--- src/rtl/i2c_scl_pkg.sv ---
// Package: phase encoding and fixed latencies of the SCL phase timer.
// Assumes: every count is in input clock cycles.
package i2c_scl_pkg;

    // Fixed cycles added to the programmed counts.
    localparam int START_EXTRA = 3;  // start hold = high count + 3
    localparam int LOW_EXTRA   = 1;  // low phase = low count + 1
    localparam int HIGH_EXTRA  = 8;  // high phase = high count + 8
    localparam int SAMPLE_CYC  = 1;  // cycle spent seeing the released line high

    typedef enum logic [2:0] {
        PH_IDLE  = 3'd0,
        PH_START = 3'd1,
        PH_LOW   = 3'd2,
        PH_HWAIT = 3'd3,
        PH_HIGH  = 3'd4,
        PH_SWAIT = 3'd5,
        PH_SHOLD = 3'd6
    } phase_t;

endpackage

--- src/rtl/i2c_scl_sel.sv ---
// Count selector: picks the standard or fast pair and turns it into
// counter load values for each kind of phase.
// Assumes: a counter loaded with value V runs V + 1 cycles.
module i2c_scl_sel #(
    parameter int CW = 16,
    parameter int PW = CW + 1
) (
    input  logic [CW-1:0] std_high_cnt,
    input  logic [CW-1:0] std_low_cnt,
    input  logic [CW-1:0] fast_high_cnt,
    input  logic [CW-1:0] fast_low_cnt,
    input  logic          fast_sel,
    output logic [PW-1:0] ld_start,
    output logic [PW-1:0] ld_low,
    output logic [PW-1:0] ld_high,
    output logic [PW-1:0] ld_stop
);
    import i2c_scl_pkg::*;

    localparam int NMODE = 2;

    logic [CW-1:0] hi_tab [NMODE];
    logic [CW-1:0] lo_tab [NMODE];
    logic [CW-1:0] hi_sel;
    logic [CW-1:0] lo_sel;

    // One table entry per speed mode.
    for (genvar m = 0; m < NMODE; m++) begin : g_mode
        if (m == 0) begin : g_std
            assign hi_tab[m] = std_high_cnt;
            assign lo_tab[m] = std_low_cnt;
        end else begin : g_fast
            assign hi_tab[m] = fast_high_cnt;
            assign lo_tab[m] = fast_low_cnt;
        end
    end

    // Pick the active pair.
    always_comb begin
        hi_sel = hi_tab[fast_sel];
        lo_sel = lo_tab[fast_sel];
    end

    // Load values: total length minus the one cycle the counter adds.
    always_comb begin
        ld_start = PW'(hi_sel) + PW'(START_EXTRA - 1);
        ld_low   = PW'(lo_sel) + PW'(LOW_EXTRA - 1);
        ld_high  = PW'(hi_sel) + PW'(HIGH_EXTRA - SAMPLE_CYC - 1);
        ld_stop  = (hi_sel == '0) ? '0 : PW'(hi_sel) - PW'(1);
    end

endmodule

--- src/rtl/i2c_scl_cnt.sv ---
// Phase down-counter: loads a value, then counts down to zero and holds there.
// A load of V gives done V cycles later, so a phase lasts V + 1 cycles.
// Assumes: the sequencer loads on the cycle it leaves the previous phase.
module i2c_scl_cnt #(
    parameter int PW = 17
) (
    input  logic          clk,
    input  logic          rst_n,
    input  logic          load,
    input  logic [PW-1:0] load_val,
    output logic          done
);
    logic [PW-1:0] cnt_q;

    // Load, count down, or hold at zero.
    always_ff @(posedge clk) begin
        if (!rst_n)
            cnt_q <= '0;
        else if (load)
            cnt_q <= load_val;
        else if (cnt_q != '0)
            cnt_q <= cnt_q - PW'(1);
    end

    assign done = (cnt_q == '0);

    // with no new load, an expired counter stays expired.
    assert_cnt_holds_R3: assert property (@(posedge clk) disable iff (!rst_n)
        (done && !load) |=> done);

    // with no load, the counter only moves toward zero.
    assert_cnt_no_wrap_R3: assert property (@(posedge clk) disable iff (!rst_n)
        (!$past(load) && !$past(done)) |-> (cnt_q == $past(cnt_q) - PW'(1)));

endmodule

--- src/rtl/i2c_scl_fsm.sv ---
// Phase sequencer: steps through start hold, low, high wait, high and stop,
// loads the phase counter and drives the line enables and strobes.
// Assumes: scl_in is already synchronised to clk.
module i2c_scl_fsm #(
    parameter int PW = 17
) (
    input  logic          clk,
    input  logic          rst_n,
    input  logic          start_req,
    input  logic          stop_req,
    input  logic          scl_in,
    input  logic          done,
    input  logic [PW-1:0] ld_start,
    input  logic [PW-1:0] ld_low,
    input  logic [PW-1:0] ld_high,
    input  logic [PW-1:0] ld_stop,
    output logic          load,
    output logic [PW-1:0] load_val,
    output logic          scl_pull_low,
    output logic          sda_pull_low,
    output logic          fall_stb,
    output logic          rise_stb,
    output logic          busy
);
    import i2c_scl_pkg::*;

    phase_t state_q, state_d;
    logic   stop_pend_q;
    logic   fall_q;
    logic   stop_now;

    assign stop_now = stop_pend_q | stop_req;

    // Next phase and counter load.
    always_comb begin
        state_d  = state_q;
        load     = 1'b0;
        load_val = '0;
        unique case (state_q)
            PH_IDLE: if (start_req) begin
                state_d = PH_START; load = 1'b1; load_val = ld_start;
            end
            PH_START: if (done) begin
                state_d = PH_LOW; load = 1'b1; load_val = ld_low;
            end
            PH_LOW: if (done) begin
                state_d = stop_now ? PH_SWAIT : PH_HWAIT;
            end
            PH_HWAIT: if (scl_in) begin
                state_d = PH_HIGH; load = 1'b1; load_val = ld_high;
            end
            PH_HIGH: if (done) begin
                state_d = PH_LOW; load = 1'b1; load_val = ld_low;
            end
            PH_SWAIT: if (scl_in) begin
                state_d = PH_SHOLD; load = 1'b1; load_val = ld_stop;
            end
            PH_SHOLD: if (done) begin
                state_d = PH_IDLE;
            end
            default: state_d = PH_IDLE;
        endcase
    end

    // Phase register.
    always_ff @(posedge clk) begin
        if (!rst_n) state_q <= PH_IDLE;
        else        state_q <= state_d;
    end

    // Remember a stop request until the bus is closing.
    always_ff @(posedge clk) begin
        if (!rst_n)
            stop_pend_q <= 1'b0;
        else if (state_q == PH_IDLE || state_q == PH_SWAIT || state_q == PH_SHOLD)
            stop_pend_q <= 1'b0;
        else if (stop_req)
            stop_pend_q <= 1'b1;
    end

    // Flag the first cycle of each low phase.
    always_ff @(posedge clk) begin
        if (!rst_n) fall_q <= 1'b0;
        else        fall_q <= (state_d == PH_LOW) && (state_q != PH_LOW);
    end

    assign scl_pull_low = (state_q == PH_LOW);
    assign sda_pull_low = (state_q == PH_START) || (state_q == PH_SWAIT) ||
                          (state_q == PH_SHOLD) || (state_q == PH_LOW && stop_pend_q);
    assign fall_stb     = fall_q;
    assign rise_stb     = ((state_q == PH_HWAIT) || (state_q == PH_SWAIT)) && scl_in;
    assign busy         = (state_q != PH_IDLE);

    // the high count starts only after the line was seen high.
    assert_high_after_line_R5: assert property (@(posedge clk) disable iff (!rst_n)
        (state_q == PH_HIGH && $past(state_q) != PH_HIGH) |-> $past(scl_in));

    // a transfer opens only from idle on a start request.
    assert_start_from_idle_R10: assert property (@(posedge clk) disable iff (!rst_n)
        (state_q == PH_START && $past(state_q) != PH_START) |->
            ($past(state_q) == PH_IDLE && $past(start_req)));

    // strobes never coincide, and every low phase opens with a fall strobe.
    assert_strobes_apart_R9: assert property (@(posedge clk) disable iff (!rst_n)
        $onehot0({fall_stb, rise_stb}));
    assert_fall_on_entry_R9: assert property (@(posedge clk) disable iff (!rst_n)
        (scl_pull_low && !$past(scl_pull_low)) |-> fall_stb);

    // the bus goes idle only after the stop hold count expired.
    assert_stop_release_R8: assert property (@(posedge clk) disable iff (!rst_n)
        (state_q == PH_IDLE && $past(state_q) == PH_SHOLD) |-> $past(done));

endmodule

--- src/rtl/i2c_scl_timer.sv ---
// SCL phase timer top: joins the count selector, the phase counter and the
// phase sequencer.
// Assumes: the count inputs are static or change only as a whole.
module i2c_scl_timer #(
    parameter int CW = 16
) (
    input  logic          clk,
    input  logic          rst_n,
    input  logic [CW-1:0] std_high_cnt,
    input  logic [CW-1:0] std_low_cnt,
    input  logic [CW-1:0] fast_high_cnt,
    input  logic [CW-1:0] fast_low_cnt,
    input  logic          fast_sel,
    input  logic          start_req,
    input  logic          stop_req,
    input  logic          scl_in,
    output logic          scl_pull_low,
    output logic          sda_pull_low,
    output logic          fall_stb,
    output logic          rise_stb,
    output logic          busy
);
    localparam int PW = CW + 1;

    logic [PW-1:0] ld_start, ld_low, ld_high, ld_stop, load_val;
    logic          load, done;

    i2c_scl_sel #(.CW(CW), .PW(PW)) u_sel (
        .std_high_cnt (std_high_cnt),
        .std_low_cnt  (std_low_cnt),
        .fast_high_cnt(fast_high_cnt),
        .fast_low_cnt (fast_low_cnt),
        .fast_sel     (fast_sel),
        .ld_start     (ld_start),
        .ld_low       (ld_low),
        .ld_high      (ld_high),
        .ld_stop      (ld_stop)
    );

    i2c_scl_cnt #(.PW(PW)) u_cnt (
        .clk     (clk),
        .rst_n   (rst_n),
        .load    (load),
        .load_val(load_val),
        .done    (done)
    );

    i2c_scl_fsm #(.PW(PW)) u_fsm (
        .clk         (clk),
        .rst_n       (rst_n),
        .start_req   (start_req),
        .stop_req    (stop_req),
        .scl_in      (scl_in),
        .done        (done),
        .ld_start    (ld_start),
        .ld_low      (ld_low),
        .ld_high     (ld_high),
        .ld_stop     (ld_stop),
        .load        (load),
        .load_val    (load_val),
        .scl_pull_low(scl_pull_low),
        .sda_pull_low(sda_pull_low),
        .fall_stb    (fall_stb),
        .rise_stb    (rise_stb),
        .busy        (busy)
    );

    // nothing is driven on the bus while idle.
    assert_idle_quiet_R1: assert property (@(posedge clk) disable iff (!rst_n)
        !busy |-> (!scl_pull_low && !sda_pull_low));

endmodule

--- config.mk ---
export PLATFORM = sky130hd
export DESIGN_NAME = i2c_scl_timer
export DESIGN_NICKNAME = d
export VERILOG_FILES = /design/src/rtl/i2c_scl_pkg.sv /design/src/rtl/i2c_scl_sel.sv /design/src/rtl/i2c_scl_cnt.sv /design/src/rtl/i2c_scl_fsm.sv /design/src/rtl/i2c_scl_timer.sv
export SDC_FILE = /design/constraint.sdc
export NUM_CORES = 1
export LEC_CHECK = 0
export ABC_AREA = 1
export CAP_MARGIN = 20
export CORE_MARGIN = 2
export CORE_UTILIZATION = 40
export CTS_BUF_LIST = sky130_fd_sc_hd__clkbuf_4 sky130_fd_sc_hd__clkbuf_8
export CTS_CLUSTER_DIAMETER = 150
export DETAILED_ROUTE_END_ITERATION = 16
export DONT_BUFFER_PORTS = 1
export PLACE_DENSITY = 0.53
export REMOVE_ABC_BUFFERS = 1
export SLEW_MARGIN = 20
export SYNTH_ARGS = -nofsm -noshare
export SYNTH_HDL_FRONTEND = slang
export SYNTH_SLANG_ARGS = --single-unit
--- constraint.sdc ---
create_clock -name clk -period 3.08 [get_ports clk]
set_input_delay 0 -clock clk [delete_from_list [all_inputs] [get_ports clk]]
set_output_delay 0 -clock clk [all_outputs]
set_load 0.03 [all_outputs]
==> Word level (Yosys, flattened, before mapping) <==
Index checks and enable logic that the tools add are counted.
{ "word_totals": {"ff_bits": 22, "latch_bits": 0, "ram_bits": 0, "mem_bits_ro": 0, "input_bits": 70, "output_inout_bits": 5, "memories": 0} }
{ "op_classes": {"add_sub_neg": 4, "multipliers": 0, "div_mod_pow": 0, "magnitude_cmp": 1, "n_eq_ne": 8, "shift": 0, "mux": 26, "bitwise": 3, "n_reduce_logical": 18} }
{ "ops": {"columns": ["operator", "count"], "rows": [
  ["$mux 16", 7],
  ["$mux 17", 6],
  ["$pmux 17 s4", 1],
  ["$mux 3", 7],
  ["$pmux 3 s6", 1],
  ["$add 16x2->17 const B", 1],
  ["$add 16x3->17 const B", 1],
  ["$logic_not 17->1", 1],
  ["$reduce_bool 17->1", 1],
  ["$sub 16x1->17 const B", 1],
  ["$sub 17x1->17 const B", 1],
  ["$logic_not 16->1", 1],
  ["$eq 3x2->1 const B", 3],
  ["$eq 3x3->1 const B", 3],
  ["$logic_or 1x1->1", 6],
  ["$reduce_or 2->1", 3],
  ["$eq 3x1->1 const B", 1],
  ["$logic_and 1x1->1", 3],
  ["$logic_not 3->1", 1],
  ["$mux 1", 3],
  ["$ne 3x2->1 const B", 1],
  ["$pmux 1 s3", 1],
  ["$reduce_bool 3->1", 1],
  ["$ge 2x2->1 const B", 1],
  ["4 further kinds", 4]
]} }

==> Longest topological paths before layout <==
{ "logic_depth": {"word_depth": 9, "depth_mapped": 17} }

==> Hierarchy <==
From an unflattened synthesis, not the netlist that was laid out.
{ "unflattened": {"cells_unflattened": 707, "hier_area_um2": 3938.8} }
{ "modules_own_cells": {"columns": ["mod", "instances", "cells_each", "area_per_inst_um2"], "rows": [
  ["i2c_scl_sel", 1, 349, 1839.3],
  ["i2c_scl_cnt", 1, 187, 1173.6],
  ["i2c_scl_fsm", 1, 171, 925.9]
]} }

==> Worst setup path before layout <==
OpenSTA, ideal clock, no wires.
{ "synth_path": {"kind": "flip-flop to flip-flop", "startpoint": "register u_fsm.state_q[1]", "endpoint": "register u_cnt.cnt_q[2]", "arrival_ps": 1672, "slack_ps": 1288, "path_stages_with_launch": 11, "cell_sequence": "dfxtp_1 inv_1 nand2_1 nor2_1 nand2_1 nand2_1 nor2_1 nand2_4 buf_4 o31ai_1 nor2_1"} }
{ "synth_via": {"elab_chain_len": 4, "word_cells_on_any_way": 11, "cone_classes": "eq/ne: 4; mux: 3; reduce/logical: 4"} }
{ "synth_lines": {"columns": ["element", "line", "rtl"], "rows": [
  ["start, declared", "i2c_scl_fsm.sv:27", "phase_t state_q, state_d;"],
  ["start signal, assigned", "i2c_scl_fsm.sv:68", "else state_q <= state_d;"],
  ["$eq 3x3->1 (tied with other cells)", "i2c_scl_fsm.sv:39", "unique case (state_q)"],
  ["$reduce_or 2->1 (no line)", null, null],
  ["$pmux 17 s4 / $pmux 1 s3 (equally long branches)", "i2c_scl_fsm.sv:39", null],
  ["$mux 17 / $reduce_bool 2->1 (equally long branches)", null, null],
  ["end signal, assigned", "i2c_scl_cnt.sv:20", "cnt_q <= load_val;"],
  ["end signal, assigned", "i2c_scl_cnt.sv:22", "cnt_q <= cnt_q - PW'(1);"],
  ["end, declared", "i2c_scl_cnt.sv:13", "logic [PW-1:0] cnt_q;"]
]} }
Several ways; a longest one is shown, not always the timed one.
A chain may end at the register's enable or synchronous reset.

==> Worst setup path after layout <==
{ "layout_path": {"startpoint": "register u_fsm.state_q[2]", "endpoint": "register u_cnt.cnt_q[15]"} }
The elaborated chain is that of the path after synthesis.

==> metrics.md <==
| Metric | Value |
|---|---|
| Critical Path RT | 3.25 ns |
| Arr. time, crit path | 2.50 ns |
| Synth top area share | 0.2721 |
| Synth area leaders | nand2_1, dfxtp_1, nor2_1 |
| Final WS setup | 0.7552 ns |
| Cells after DPL | 730 |
| Mapped Cells | 640 |
| Biggest area consumer among synthesized cells | nand2_1 |
| Top cells by count, synth | nand2_1, nor2_1, inv_1 |
| R2r startpoint | u_fsm.state_q[2] |
| Min Clock Period, post-route | 2.325 ns |
| Synthesized area per cell | 5.194 µm² |
| Sequential-to-total area share from yosys stat | 0.1325 |
| Sw frac | 0.4915 |
| Crit end category | flop |
| Post-DRT Antenna Nets | 0 |
| Clock buffer depth | 2 |
| Hold Path Cell Cnt | 2 |
| Area growth, synth to finish | 2.823% |
| Endpoints failing setup | 0 |
| Comb pwr share | 0.558 |
| Hold WC Path Type | in2reg |
| Routed via count | 3,937 |
| Antenna violations before repair | 0 |
| Via-per-instance ratio | 5.356 |
| GR Util All Layers | 0.2506 |
| Share of layout cells above drive strength 1 | 0.05397 |
| Post-DP HPWL | 8898 µm |
| Final Hold Vio Count | 0 |
| Max Cap Viol | 0 |
| RSZ-0062 raised after global routing | false |
| Die area | 0.009056 mm² |
| Tightest Pin Transition | 0.6272 ns |
| Capturing point of the worst reg2reg path | u_cnt.cnt_q[15] |
| Maximum fanout along the worst path | 19 |
| Reg2Reg Setup Slack | 0.76 ns |
| Die width | 95.17 µm |
| Port Buf Inserts | 0 |
| Initial Util | 0.4087 |
| Max Freq | 0.4302 GHz |
| Placer's final routability congestion estimate | 0.9128 |
| Core Region | 0.008134 mm² |
| Post-synth EDFFs | 0 |
| Netlist Area Pre-Place | 0.003324 mm² |
| Yosys cell types | 36 |
| Leak Pwr | 1.720 nW |
| CTS tree | yes |
| Ys flop type | dfxtp_1 |
| # rows | 33 |
| Nets | 709 |
| Post-CTS Setup Inserts | 0 |
| Psw | 0.6418 mW |
| FFs w/ async S/R, synth | 0 |
| Final Util | 0.4202 |
| Num CTS Buffers | 3 |
| Worst Setup Path Type | reg2reg |
| Hold path endpoint | u_fsm.stop_pend_q |
| DRC | 0 |
| CTS resizes | 0 |
| Vias in the first global route | 3,691 |
| CTS hold repair buffers | 2 |
| Post-route setup TNS | 0 ns |
| Total chip power | 1.306 mW |
| Power Density | 382.0 mW/mm² |
| Clock Skews | 0.01037 ns |
| Seq cells post-synth | 22 |
| First-pass DRT Iterations | 6 |
| Critical Path Start Type | flop |
| Final Instance Count excl. Fillers | 735 |
| Die height | 95.17 µm |
| Clock Tree Root | clkbuf_8 |
| Slew Viols, Final | 0 |
| Antenna diodes | 0 |
| Clock power frac | 0.145 |
| Hold_sp | stop_req |
| Clock-pin transition on the worst setup and hold timing paths | 0.09 ns |
| Total grt overflow | 0 |
| Clock Latency Late Sink | 0.27 ns |
| Worst rel slew slack | 0.5774 |
| Sink Count | 22 |
| Reg2Reg Depth | 10 |
| DR WL/cell | 15.11 µm |
| Drt total wl | 11,110 µm |
| Pin count of the biggest net entering global routing | 50 |
| Number of I/O pins | 75 |
| DR iter-0 viols | 217 |
| First-pass GRT wire length | 17,770 µm |
| Final worst path period share | 0.7548 |
| Seq pwr share | 0.297 |
| Ys Warns | 0 |
| H-tree Lvls | 1 |
| Outcome | finished clean |
| Pre-CTS setup slack | 0.7791 ns |
| Cell Int Power | 0.6639 mW |
| Peak supply drop | 0.0001764 V |
| Fill cells | 970 |
| Count leader, synth | nand2_1 |
[how the worst max path moves through the flow]
stage	endpoint	cells past startpoint	from	slack, ns
floorplan	u_cnt.cnt_q[12]	12	u_fsm.state_q[1]	1.30
global placement	u_cnt.cnt_q[15]	10	u_fsm.state_q[2]	0.82
finish	u_cnt.cnt_q[15]	10	u_fsm.state_q[2]	0.76
global route	u_cnt.cnt_q[12]	10	u_fsm.state_q[0]	0.55
CTS	u_cnt.cnt_q[15]	10	u_fsm.state_q[2]	0.76
detailed placement	u_cnt.cnt_q[15]	10	u_fsm.state_q[2]	0.78
[cells in the final DEF, fill, tap and decap left out]
cell	instances
a2111oi_0	1
a21oi_1	15
a22oi_1	1
a31oi_1	3
buf_4	1
clkbuf_8	3
dfxtp_1	22
dlygate4sd3_1	2
ha_1	7
inv_1	61
inv_2	6
inv_4	1
mux2i_1	7
nand2_1	241
nand2_2	6
nand2_4	1
nand3_1	55
nand3_4	1
nand3b_1	1
nand4_1	11
nor2_1	98
nor2_2	10
nor2_4	2
nor3_1	8
nor3_4	1
nor4_1	3
o211ai_1	6
o21ai_0	20
o21ai_1	14
o21ai_2	2
o21bai_1	1
o22ai_1	1
o31ai_1	2
xnor2_1	2
xor2_1	14
[sequential cells by signal, summed over array words and instances (netlist names)]
| signal | cells |
|---|---|
| u_fsm.state_q | 3 |
| u_fsm.fall_stb | 1 |
| u_cnt.cnt_q | 17 |
| u_fsm.stop_pend_q | 1 |
[metal layers]
metal | GRT usage | wire [µm] | part of all wire
met2 | 0.4384 | 5147 | 0.46
met1 | 0.3177 | 4912 | 0.44
met4 | 0.07850 | 343 | 0.031
met5 | 0 | 0 | 0
met3 | 0.03241 | 703 | 0.063
[logic make-up (layout without fill, tap and decap cells)]
family                     count (synthesis)  in the layout  share of synthesized area
DFF                                       22             22                     0.1325
adders and majority gates                  7              7                    0.02634
buffers and inverters                     84             74                     0.1095
and+or+nand+nor                          438            438                     0.5566
xor gates and xnor gates                  16             16                    0.04215
AOI/OAI and AO/OA                         66             66                     0.1118
muxes                                      7              7                    0.02108
[critical path: stages (launching register included)]
cell and delay, ns:
dfxtp_1 0.36, nor2_1 0.18, nand3_1 0.33, inv_1 0.46
nor2_1 0.15, nand2_4 0.21, inv_4 0.14, nor2_1 0.17
nand3_1 0.09, nor2_1 0.08, nor2_1 0.04
[power by group through the flow]
stage | combinational [mW] | clock (mW) | sequential [mW]
after global placement | 0.716 | 0 | 0.392
after floorplan | 0.568 | 0 | 0.381
final | 0.729 | 0.190 | 0.387
after CTS | 0.727 | 0.193 | 0.387
after global routing | 0.833 | 0.204 | 0.395
after detailed placement | 0.719 | 0 | 0.393
[per-stage QoR]
stage	instance area [µm²]	hold slack (ns)
finish	3418	0.03892
global route	3418	0.08402
CTS	3418	0.04030
detailed placement	3357	0.1363
global placement	3357	0.1348
floorplan	3218	0.1227
[cell type report]
cell class / instances / area [µm²] / area share
clock buffers: 3 / 41.29 / 0.01208
flip-flops and latches: 22 / 440.4 / 0.1288
inverters: 68 / 257.7 / 0.07540
well taps: 105 / 131.4 / 0.03843
repair buffers: 3 / 27.53 / 0.008053
multi-input cells: 534 / 2520 / 0.7372
(Power assumes the default switching activity.)
